File: config.mk
export PLATFORM = sky130hd
export DESIGN_NAME = stk_ret_seq
export DESIGN_NICKNAME = d
export VERILOG_FILES = /design/src/rtl/stk_pkg.sv /design/src/rtl/stk_ptr.sv /design/src/rtl/stk_pc_collect.sv /design/src/rtl/stk_ctrl.sv /design/src/rtl/stk_ret_seq.sv
export SDC_FILE = /design/constraint.sdc
export NUM_CORES = 1
export LEC_CHECK = 0
export ABC_CLOCK_PERIOD_IN_PS = 2000
export BUFFER_PORTS_ARGS = -buffer_cell sky130_fd_sc_hd__buf_2
export CAP_MARGIN = 20
export CORE_MARGIN = 2
export CORE_UTILIZATION = 46
export CTS_BUF_LIST = sky130_fd_sc_hd__clkbuf_8 sky130_fd_sc_hd__clkbuf_16
export CTS_CLUSTER_DIAMETER = 60
export DETAILED_ROUTE_END_ITERATION = 12
export HOLD_SLACK_MARGIN = 0.08
export PLACE_DENSITY_LB_ADDON = 0.1
export SETUP_SLACK_MARGIN = 0.4
export SYNTH_ARGS = -nofsm -noshare
export SYNTH_HDL_FRONTEND = slang
export SYNTH_SLANG_ARGS = --single-unit
File: constraint.sdc
create_clock -name clk -period 2 [get_ports clk]
set_input_delay 0.4 -clock clk [delete_from_list [all_inputs] [get_ports clk]]
set_output_delay 0.4 -clock clk [all_outputs]
set_load 0.02 [all_outputs]
File: src/rtl/stk_pkg.sv
package stk_pkg;
  typedef enum logic [1:0] {
    OP_PUSH = 2'd0,
    OP_POP  = 2'd1,
    OP_RET  = 2'd2,
    OP_RETI = 2'd3
  } op_e;

  typedef enum logic [3:0] {
    ST_IDLE,
    ST_PUSH_INC,
    ST_PUSH_WR,
    ST_POP_RD,
    ST_POP_DEC,
    ST_POP_WR,
    ST_RET_RDH,
    ST_RET_DECH,
    ST_RET_RDL,
    ST_RET_DECL
  } st_e;
endpackage

File: src/rtl/stk_ptr.sv
module stk_ptr #(
  parameter int unsigned AW      = 8,
  parameter logic [AW-1:0] SP_INIT = 8'h07
) (
  input  logic          clk,
  input  logic          rst_n,
  input  logic          inc_i,
  input  logic          dec_i,
  input  logic          load_i,
  input  logic [AW-1:0] load_val_i,
  output logic [AW-1:0] sp_o
);
  function automatic logic [AW-1:0] step_up(input logic [AW-1:0] v);
    return v + AW'(1);
  endfunction

  function automatic logic [AW-1:0] step_down(input logic [AW-1:0] v);
    return v - AW'(1);
  endfunction

  logic [AW-1:0] sp_q;

  always_ff @(posedge clk) begin
    if (!rst_n)      sp_q <= SP_INIT;
    else if (load_i) sp_q <= load_val_i;
    else if (inc_i)  sp_q <= step_up(sp_q);
    else if (dec_i)  sp_q <= step_down(sp_q);
  end

  assign sp_o = sp_q;

  // increment wraps modulo 2**AW
  p_inc_step_r2: assert property (@(posedge clk) disable iff (!rst_n)
    inc_i |=> sp_q == step_up($past(sp_q)));
  // decrement wraps modulo 2**AW
  p_dec_step_r3: assert property (@(posedge clk) disable iff (!rst_n)
    dec_i |=> sp_q == step_down($past(sp_q)));
  // a load lands the exact value
  p_load_val_r4: assert property (@(posedge clk) disable iff (!rst_n)
    load_i |=> sp_q == $past(load_val_i));
  // at most one pointer action per cycle
  p_one_action_r8: assert property (@(posedge clk) disable iff (!rst_n)
    $onehot0({inc_i, dec_i, load_i}));
endmodule

File: src/rtl/stk_pc_collect.sv
module stk_pc_collect #(
  parameter int unsigned AW = 8
) (
  input  logic            clk,
  input  logic            rst_n,
  input  logic            cap_hi_i,
  input  logic            fire_i,
  input  logic [AW-1:0]   rdata_i,
  output logic            pc_load_o,
  output logic [2*AW-1:0] pc_value_o
);
  logic [AW-1:0] hi_q;
  logic          hi_seen_q;

  always_ff @(posedge clk) begin
    if (!rst_n) begin
      hi_q      <= '0;
      hi_seen_q <= 1'b0;
    end else if (cap_hi_i) begin
      hi_q      <= rdata_i;
      hi_seen_q <= 1'b1;
    end else if (fire_i) begin
      hi_seen_q <= 1'b0;
    end
  end

  assign pc_load_o  = fire_i;
  assign pc_value_o = {hi_q, rdata_i};

  // the low byte is never taken before a high byte was captured
  p_hi_first_r5: assert property (@(posedge clk) disable iff (!rst_n)
    fire_i |-> hi_seen_q);
endmodule

File: src/rtl/stk_ctrl.sv
module stk_ctrl
  import stk_pkg::*;
#(
  parameter int unsigned   AW     = 8,
  parameter logic [AW-1:0] SP_LOC = 8'h81
) (
  input  logic          clk,
  input  logic          rst_n,
  input  logic          req_valid_i,
  input  logic [1:0]    req_op_i,
  input  logic [AW-1:0] req_arg_i,
  input  logic [AW-1:0] sp_i,
  input  logic [AW-1:0] ram_rdata_i,
  output logic          busy_o,
  output logic          done_o,
  output logic [AW-1:0] ram_addr_o,
  output logic          ram_re_o,
  output logic          ram_we_o,
  output logic [AW-1:0] ram_wdata_o,
  output logic          sp_inc_o,
  output logic          sp_dec_o,
  output logic          sp_load_o,
  output logic [AW-1:0] sp_load_val_o,
  output logic          cap_hi_o,
  output logic          pc_fire_o,
  output logic          lvl_release_o
);
  st_e           st_q, st_d;
  op_e           op_q;
  logic [AW-1:0] arg_q;
  logic [AW-1:0] tmp_q;
  logic          accept;
  logic          pop_to_sp;

  assign accept    = (st_q == ST_IDLE) && req_valid_i;
  assign pop_to_sp = (arg_q == SP_LOC);

  always_comb begin
    st_d = st_q;
    unique case (st_q)
      ST_IDLE: if (req_valid_i) begin
        unique case (op_e'(req_op_i))
          OP_PUSH: st_d = ST_PUSH_INC;
          OP_POP:  st_d = ST_POP_RD;
          default: st_d = ST_RET_RDH;
        endcase
      end
      ST_PUSH_INC: st_d = ST_PUSH_WR;
      ST_PUSH_WR:  st_d = ST_IDLE;
      ST_POP_RD:   st_d = ST_POP_DEC;
      ST_POP_DEC:  st_d = ST_POP_WR;
      ST_POP_WR:   st_d = ST_IDLE;
      ST_RET_RDH:  st_d = ST_RET_DECH;
      ST_RET_DECH: st_d = ST_RET_RDL;
      ST_RET_RDL:  st_d = ST_RET_DECL;
      ST_RET_DECL: st_d = ST_IDLE;
      default:     st_d = ST_IDLE;
    endcase
  end

  always_ff @(posedge clk) begin
    if (!rst_n) begin
      st_q  <= ST_IDLE;
      op_q  <= OP_PUSH;
      arg_q <= '0;
      tmp_q <= '0;
    end else begin
      st_q <= st_d;
      if (accept) begin
        op_q  <= op_e'(req_op_i);
        arg_q <= req_arg_i;
      end
      if (st_q == ST_POP_DEC) tmp_q <= ram_rdata_i;
    end
  end

  always_comb begin
    ram_addr_o    = sp_i;
    ram_re_o      = 1'b0;
    ram_we_o      = 1'b0;
    ram_wdata_o   = arg_q;
    sp_inc_o      = 1'b0;
    sp_dec_o      = 1'b0;
    sp_load_o     = 1'b0;
    sp_load_val_o = tmp_q;
    cap_hi_o      = 1'b0;
    pc_fire_o     = 1'b0;
    lvl_release_o = 1'b0;
    done_o        = 1'b0;
    unique case (st_q)
      ST_PUSH_INC: sp_inc_o = 1'b1;
      ST_PUSH_WR: begin
        ram_we_o = 1'b1;
        done_o   = 1'b1;
      end
      ST_POP_RD:  ram_re_o = 1'b1;
      ST_POP_DEC: sp_dec_o = 1'b1;
      ST_POP_WR: begin
        done_o = 1'b1;
        if (pop_to_sp) sp_load_o = 1'b1;
        else begin
          ram_we_o    = 1'b1;
          ram_addr_o  = arg_q;
          ram_wdata_o = tmp_q;
        end
      end
      ST_RET_RDH:  ram_re_o = 1'b1;
      ST_RET_DECH: begin
        cap_hi_o = 1'b1;
        sp_dec_o = 1'b1;
      end
      ST_RET_RDL:  ram_re_o = 1'b1;
      ST_RET_DECL: begin
        sp_dec_o      = 1'b1;
        pc_fire_o     = 1'b1;
        lvl_release_o = (op_q == OP_RETI);
        done_o        = 1'b1;
      end
      default: ;
    endcase
  end

  assign busy_o = (st_q != ST_IDLE);

  // done only inside an operation
  p_done_busy_r8: assert property (@(posedge clk) disable iff (!rst_n)
    done_o |-> busy_o);
  // one RAM access per cycle
  p_one_access_r8: assert property (@(posedge clk) disable iff (!rst_n)
    !(ram_re_o && ram_we_o));
  // the push write lands on the already incremented pointer
  p_push_addr_r2: assert property (@(posedge clk) disable iff (!rst_n)
    (st_q == ST_PUSH_INC) |=> ram_we_o && ram_addr_o == $past(sp_i) + AW'(1));
  // the release strobe only comes with a counter load
  p_release_pair_r6: assert property (@(posedge clk) disable iff (!rst_n)
    lvl_release_o |-> pc_fire_o && done_o);
  // a pop into the pointer never writes RAM
  p_sp_pop_nowr_r4: assert property (@(posedge clk) disable iff (!rst_n)
    sp_load_o |-> !ram_we_o);
endmodule

File: src/rtl/stk_ret_seq.sv
module stk_ret_seq #(
  parameter int unsigned   AW      = 8,
  parameter logic [AW-1:0] SP_INIT = 8'h07,
  parameter logic [AW-1:0] SP_LOC  = 8'h81
) (
  input  logic            clk,
  input  logic            rst_n,
  input  logic            req_valid,
  input  logic [1:0]      req_op,
  input  logic [AW-1:0]   req_arg,
  output logic            busy,
  output logic            done,
  output logic [AW-1:0]   ram_addr,
  output logic            ram_re,
  output logic            ram_we,
  output logic [AW-1:0]   ram_wdata,
  input  logic [AW-1:0]   ram_rdata,
  output logic [AW-1:0]   sp,
  output logic            pc_load,
  output logic [2*AW-1:0] pc_value,
  output logic            lvl_release
);
  logic          sp_inc, sp_dec, sp_load;
  logic [AW-1:0] sp_load_val;
  logic          cap_hi, pc_fire;

  stk_ctrl #(.AW(AW), .SP_LOC(SP_LOC)) u_ctrl (
    .clk           (clk),
    .rst_n         (rst_n),
    .req_valid_i   (req_valid),
    .req_op_i      (req_op),
    .req_arg_i     (req_arg),
    .sp_i          (sp),
    .ram_rdata_i   (ram_rdata),
    .busy_o        (busy),
    .done_o        (done),
    .ram_addr_o    (ram_addr),
    .ram_re_o      (ram_re),
    .ram_we_o      (ram_we),
    .ram_wdata_o   (ram_wdata),
    .sp_inc_o      (sp_inc),
    .sp_dec_o      (sp_dec),
    .sp_load_o     (sp_load),
    .sp_load_val_o (sp_load_val),
    .cap_hi_o      (cap_hi),
    .pc_fire_o     (pc_fire),
    .lvl_release_o (lvl_release)
  );

  stk_ptr #(.AW(AW), .SP_INIT(SP_INIT)) u_ptr (
    .clk        (clk),
    .rst_n      (rst_n),
    .inc_i      (sp_inc),
    .dec_i      (sp_dec),
    .load_i     (sp_load),
    .load_val_i (sp_load_val),
    .sp_o       (sp)
  );

  stk_pc_collect #(.AW(AW)) u_pc (
    .clk        (clk),
    .rst_n      (rst_n),
    .cap_hi_i   (cap_hi),
    .fire_i     (pc_fire),
    .rdata_i    (ram_rdata),
    .pc_load_o  (pc_load),
    .pc_value_o (pc_value)
  );

  // push and pop never produce a counter load
  p_no_pc_on_data_r9: assert property (@(posedge clk) disable iff (!rst_n)
    (sp_inc || sp_load) |-> !pc_load && !lvl_release);
endmodule

# Yosys cells after proc, flatten, opt, wreduce, memory -nomap -nowiden
# Cells that the tools add are included.
dict set report op_classes {
  addsub 2
  n_mux 21
  n_reduce_logical 8
  n_eq_ne 13
}
# op n
set op_table {}
lappend op_table {{$mux W8} 7}
lappend op_table {{$pmux W4 S7} 1}
lappend op_table {{$eq A4 B3 Y1 const B} 4}
lappend op_table {{$mux W1} 10}
lappend op_table {{$reduce_or A3 Y1} 3}
lappend op_table {{$add A8 B1 Y8 const B} 1}
lappend op_table {{$eq A4 B2 Y1 const B} 2}
lappend op_table {{$eq A4 B4 Y1 const B} 2}
lappend op_table {{$eq A8 B8 Y1 const B} 1}
lappend op_table {{$sub A8 B1 Y8 const B} 1}
lappend op_table {{$pmux W3 S2} 1}
lappend op_table {{$eq A4 B1 Y1 const B} 1}
lappend op_table {{$logic_not A4 Y1} 1}
lappend op_table {{$mux W4} 1}
lappend op_table {{$reduce_bool A4 Y1} 1}
lappend op_table {{$reduce_bool A3 Y1} 1}
lappend op_table {{$eq A2 B1 Y1 const B} 1}
lappend op_table {{$eq A2 B2 Y1 const B} 1}
lappend op_table {{$logic_not A2 Y1} 1}
lappend op_table {{$ne A2 B2 Y1 const B} 1}
lappend op_table {{$pmux W1 S2} 1}
lappend op_table {{$logic_and A1 B1 Y1} 1}
dict set report totals {
  output_inout_bits 46
  wordCells 50
  regBits 38
  inputBits 21
}

# Longest topological paths before layout
dict set report logic_depth {
  word_depth 6
  depth_mapped 9
}

# Modules after synthesis
# From an unflattened synthesis, not the netlist that was laid out.
dict set report unflattened {
  hier_cells 278
  area_unflattened_um2 2287.2
}
# module area_each_um2 n_inst cells_per_inst
set modules_own_cells {}
lappend modules_own_cells {stk_ctrl 1272.5 1 167}
lappend modules_own_cells {stk_ptr 645.6 1 77}
lappend modules_own_cells {stk_pc_collect 369.1 1 34}

# Worst setup path after synthesis
# No wires, ideal clock.
dict set report synth_path {
  kind {reg-to-reg}
  from {register u_ctrl.st_q[3]}
  to {register u_ptr.sp_q[6], in the netlist u_ptr.sp_o[6]}
  synth_period_minus_slack_ns 2.196
  path_stages_with_launch 10
  n_path_buf 1
  slack_ns -0.196
  arrival_time_ns 2.065
  path_cell_list {dfxtp_1 > clkbuf_1 > nor2b_1 > nand2_1 > fa_1 > a211oi_1 > o21bai_1 > a21oi_1 > xor2_1 > o22ai_1}
}
dict set report synth_via {
  elab_chain_len 4
  elab_cells_between_ends 12
  cone_classes {5 x eq/ne; 5 x mux; 2 x reduce/logical}
}
# element line
set synth_lines {}
lappend synth_lines {{start: declaration} stk_ctrl.sv:28} ;# st_e st_q, st_d;
lappend synth_lines {{start signal: assignment} stk_ctrl.sv:68} ;# st_q <= st_d;
lappend synth_lines {{$eq A4 B3 Y1 (tied with other cells)} stk_ctrl.sv:90} ;# unique case (st_q)
lappend synth_lines {{$reduce_or A3 Y1 (no line) or $mux W1 (tied branches)} -}
lappend synth_lines {{$mux W1 or $mux W8 (tied branches)} {stk_ctrl.sv:90, stk_ptr.sv:26}}
lappend synth_lines {{$reduce_bool A3 Y1 (no line) or $mux W8 (tied branches)} -}
lappend synth_lines {{end signal: assignment} stk_ptr.sv:25} ;# else if (load_i) sp_q <= load_val_i;
lappend synth_lines {{end signal: assignment} stk_ptr.sv:26} ;# else if (inc_i) sp_q <= step_up(sp_q);
lappend synth_lines {{end signal: assignment} stk_ptr.sv:27} ;# else if (dec_i) sp_q <= step_down(sp_q);
lappend synth_lines {{end: declaration} stk_ptr.sv:21} ;# logic [AW-1:0] sp_q;
# Parallel ways exist; a longest one is shown, timed or not.
# A chain may end at the register's enable or synchronous reset.

# Worst setup path in the final report
dict set report layout_path {
  from {register u_ctrl.arg_q[4]}
  to {output ram_wdata[6]}
}
dict set report layout_via {
  elab_chain_len 3
}
# element line
set layout_lines {}
lappend layout_lines {{start: declaration} stk_ctrl.sv:30} ;# logic [AW-1:0] arg_q;
lappend layout_lines {{start signal: assignment} stk_ctrl.sv:71} ;# arg_q <= req_arg_i;
lappend layout_lines {{$eq A8 B8 Y1} stk_ctrl.sv:36} ;# assign pop_to_sp = (arg_q == SP_LOC);
lappend layout_lines {{$mux W8} stk_ctrl.sv:100} ;# if (pop_to_sp) sp_load_o = 1'b1;
lappend layout_lines {{$mux W8} stk_ctrl.sv:90}
lappend layout_lines {{end: declaration} stk_ret_seq.sv:16} ;# output logic [AW-1:0] ram_wdata,
# Every way passes these cells.

==> summary.txt <==
Outcome
  • Status: finished with violations
  • Failing checks: setup timing

Drt
  • Detail Route Antenna Nets: 0
  • Vias per inst: 5.728
  • DRC viols: 0
  • Drt wl/cell: 16.74 um
  • DRT iter0 DRCs: 126
  • Routed Wire Length: 6.694 mm
  • Vias post-DR: 2291
  • DRT Pass-1 Iters: 4

CTS
  • CTS tree: built
  • Worst-Skew Late Latency: 0.29 ns
  • Cts-stage hold buffer count: 0
  • # H-tree levels: 2
  • Root buffer cell: clkbuf_8
  • CTS Buf Count: 5
  • Max Buffers Root-to-Sink: 2
  • Clock sink count: 38
  • Clk pin slew, worst setup/hold paths: 0.08 ns

Logic synthesis
  • Synth Warn #: 0
  • Synth cell types: 49
  • Yosys reg bits: 38
  • Post-synth ARST share: 0%
  • Mean post-synth cell area: 8.335 um2
  • Post-Syn Instances: 251
  • Post-Synthesis Cell Area: 0.002092 mm2
  • Most used DFF post-synth: dfxtp_1
  • Sequential element share of the synthesized area: 36.36%
  • EDFF count, synth: 0
  • Net Count, Synth: 279

Power and ir drop
  • Internal power: 2.207 mW
  • Comb pwr share: 49.4%
  • Peak supply drop: 0.5923 mV
  • Power Density: 1039 mW/mm2
  • Clock share of power: 22.5%
  • Sequential share of power: 28.1%
  • Power, Total: 3.483 mW
  • Sw Share: 36.63%
  • P_leak: 1.479 nW
  • Net load switching power: 1.276 mW

Global routing
  • Largest net degree at the start of global routing: 17
  • GRT Total Usage: 25.13%
  • Antenna violations before repair: 0
  • Grt ovf: 0
  • Vias in the first global route: 2053
  • First-pass GRT wire length: 10.07 mm

STA
  • Period minus WS final: 2.313 ns
  • Unrepaired setup endpoints after global routing: yes
  • Final count of hold timing violations: 0
  • Setup WS post-layout: -0.3134 ns
  • WHS: 0.3438 ns
  • Final worst-path cycle share: 115.7%
  • Worst Tran Pin Value: 0.3877 ns
  • Setup violators final: 18
  • Clk_skew: 0.009266 ns
  • FMAX: 432.3 MHz
  • Worst rel slew slack: 74.09%
  • Final Max Tran Viols: 0

Setup path
  • Slowest CP cell: or4_4
  • Reg2Reg Depth: 8
  • Slowest cell delay on critical path: 0.57 ns
  • Setup crit end kind: primary output
  • WP data arrival: 1.91 ns
  • WP data required: 1.60 ns
  • Setup CP Type: reg -> out
  • R2r startpoint: u_ctrl.st_q[0]
  • CP Max Fanout: 8
  • R2r endpoint: u_ptr.sp_o[6]
  • Critical path launch point type: register
  • Reg2reg setup slack: 0.02 ns
  • Cell breakdown of the critical path: or4_4 > o31a_4 > a22o_4 > buf_6

Worst hold path
  • Hold Path Class: in -> reg
  • Worst Hold Path Cells: 3
  • Min-Delay Endpoint: u_ctrl.arg_q[6]
  • Hold path start: req_arg[6]

Floorplanning
  • Die ar.: 0.005103 mm2
  • Core footprint: 0.004354 mm2
  • Die W: 71.44 um
  • Die Ht: 71.44 um
  • Initial core utilization: 48.05%
  • Site row count: 24
  • Num ports: 67

Final layout
  • Fillers: 294
  • Layout Nets: 375
  • Final Non-Filler Cells: 400
  • Most frequent cells in the layout: 45 x buf_2, 43 x nand2_1, 37 x buf_4
  • Area Overhead vs Synth: 60.17%
  • Antenna cells: 0
  • Most common cell after layout, fill and taps aside: buf_2
  • Fraction of layout cells with a size suffix above 1: 51.15%
  • Layout Utilization: 76.95%

Placed design
  • IO Port Bufs: 66
  • Placed insts: 377
  • GPL Wtd Cong: 0.8088
  • Setup slack at placement: -0.1521 ns
  • Post-DP HPWL: 4.520 mm

Job
  • Max Cap Viol: 0
[synth_stat cells, types with 2 or more instances]
master | n | share of area [%]
a211o_1 | 2 | 0.84
a211oi_1 | 3 | 1.1
a21o_1 | 2 | 0.72
a21oi_1 | 23 | 5.5
a221oi_1 | 2 | 0.84
a22o_1 | 12 | 5.0
a22oi_1 | 3 | 1.1
a31oi_1 | 4 | 1.2
and3_1 | 5 | 1.5
and3b_1 | 2 | 0.84
buf_2 | 4 | 0.96
buf_4 | 10 | 3.6
clkbuf_1 | 9 | 1.6
dfxtp_1 | 38 | 36
ha_1 | 6 | 3.6
inv_1 | 3 | 0.54
mux2i_1 | 10 | 4.8
nand2_1 | 48 | 8.6
nand2b_1 | 3 | 0.90
nand3_1 | 4 | 0.96
nand4_1 | 2 | 0.60
nor2_1 | 17 | 3.1
nor3_1 | 2 | 0.48
o21ai_0 | 5 | 1.2
o22a_1 | 3 | 1.3
xnor2_1 | 4 | 1.7
xor2_1 | 3 | 1.3
[stage by stage]
| stage | TNS, ns | cell area [um2] |
|---|---|---|
| floorplan | 0 | 2288 |
| global placement | -0.8971 | 2758 |
| detailed placement | -1.154 | 2758 |
| CTS | -4.418 | 3178 |
| global route | -5.504 | 3351 |
| finish | -4.442 | 3351 |
[worst max-delay path by stage]
stage / start / endpoint / slack (ns) / cells after the start
after floorplan: u_ctrl.arg_q[3] / ram_wdata[1] / 0.04 / 3
after global placement: u_ctrl.arg_q[3] / ram_wdata[4] / -0.12 / 4
after detailed placement: u_ctrl.arg_q[3] / ram_wdata[4] / -0.15 / 4
after CTS: u_ctrl.arg_q[4] / ram_wdata[6] / -0.31 / 4
after global routing: u_ctrl.arg_q[4] / ram_wdata[3] / -0.35 / 4
final: u_ctrl.arg_q[4] / ram_wdata[6] / -0.31 / 4
[flip-flops by register name (all words and copies together), names as in the netlist]
| register | count |
|---|---|
| u_ctrl.arg_q | 8 |
| u_ctrl.sp_load_val_o | 8 |
| u_pc.hi_q | 8 |
| u_ptr.sp_o | 8 |
| u_ctrl.st_q | 4 |
| u_ctrl.op_q | 2 |
[power by group through the flow]
stage | logic, mW | registers, mW | clock network, mW
CTS | 1.51 | 0.968 | 0.792
floorplan | 0.914 | 1.01 | 0
global route | 1.84 | 0.987 | 0.828
finish | 1.72 | 0.978 | 0.785
detailed placement | 1.33 | 0.979 | 0
global placement | 1.31 | 0.976 | 0
[cells by family after synthesis]
group	Yosys count	share of synthesized area, %
AOI/OAI and AO/OA	70	23.15
xor gates and xnor gates	7	2.931
adders and majority gates	7	4.545
buffers and inverters	26	6.698
DFF	38	36.36
muxes	10	4.785
and+or+nand+nor	93	21.53
[final cells by class]
class | instances | area (um2) | area share, %
Clock buffer | 5 | 68.82 | 2.054
Sequential cell | 38 | 773.2 | 23.08
Clock inverter | 3 | 68.82 | 2.054
Tap cell | 52 | 65.06 | 1.942
Timing Repair Buffer | 112 | 844.6 | 25.21
Multi-Input combinational cell | 187 | 1516 | 45.26
Inverter | 3 | 13.76 | 0.4108
[critical path: cells and delay by family (launching register included)]
family	cells	cell delay [ns]
AOI/OAI and AO/OA	2	0.61
and+or+nand+nor	1	0.57
buffers and inverters	1	0.13
DFF	1	0.32
[per-layer routing]
layer	vias up	share of wire, %	global-route usage [%]
met5	-	0	0
met4	0	1.3	7.338
li1	1103	-	-
met3	12	5.5	4.923
met1	1099	44	33.57
met2	77	49	41.36
[timing repair]
action                     CTS  global route
setup buffers                7             8
pin swaps                    7            13
setup endpoints to repair   29            30
cloned                       0             0
resized for setup           67            23
Power figures use the tool's default switching activity.
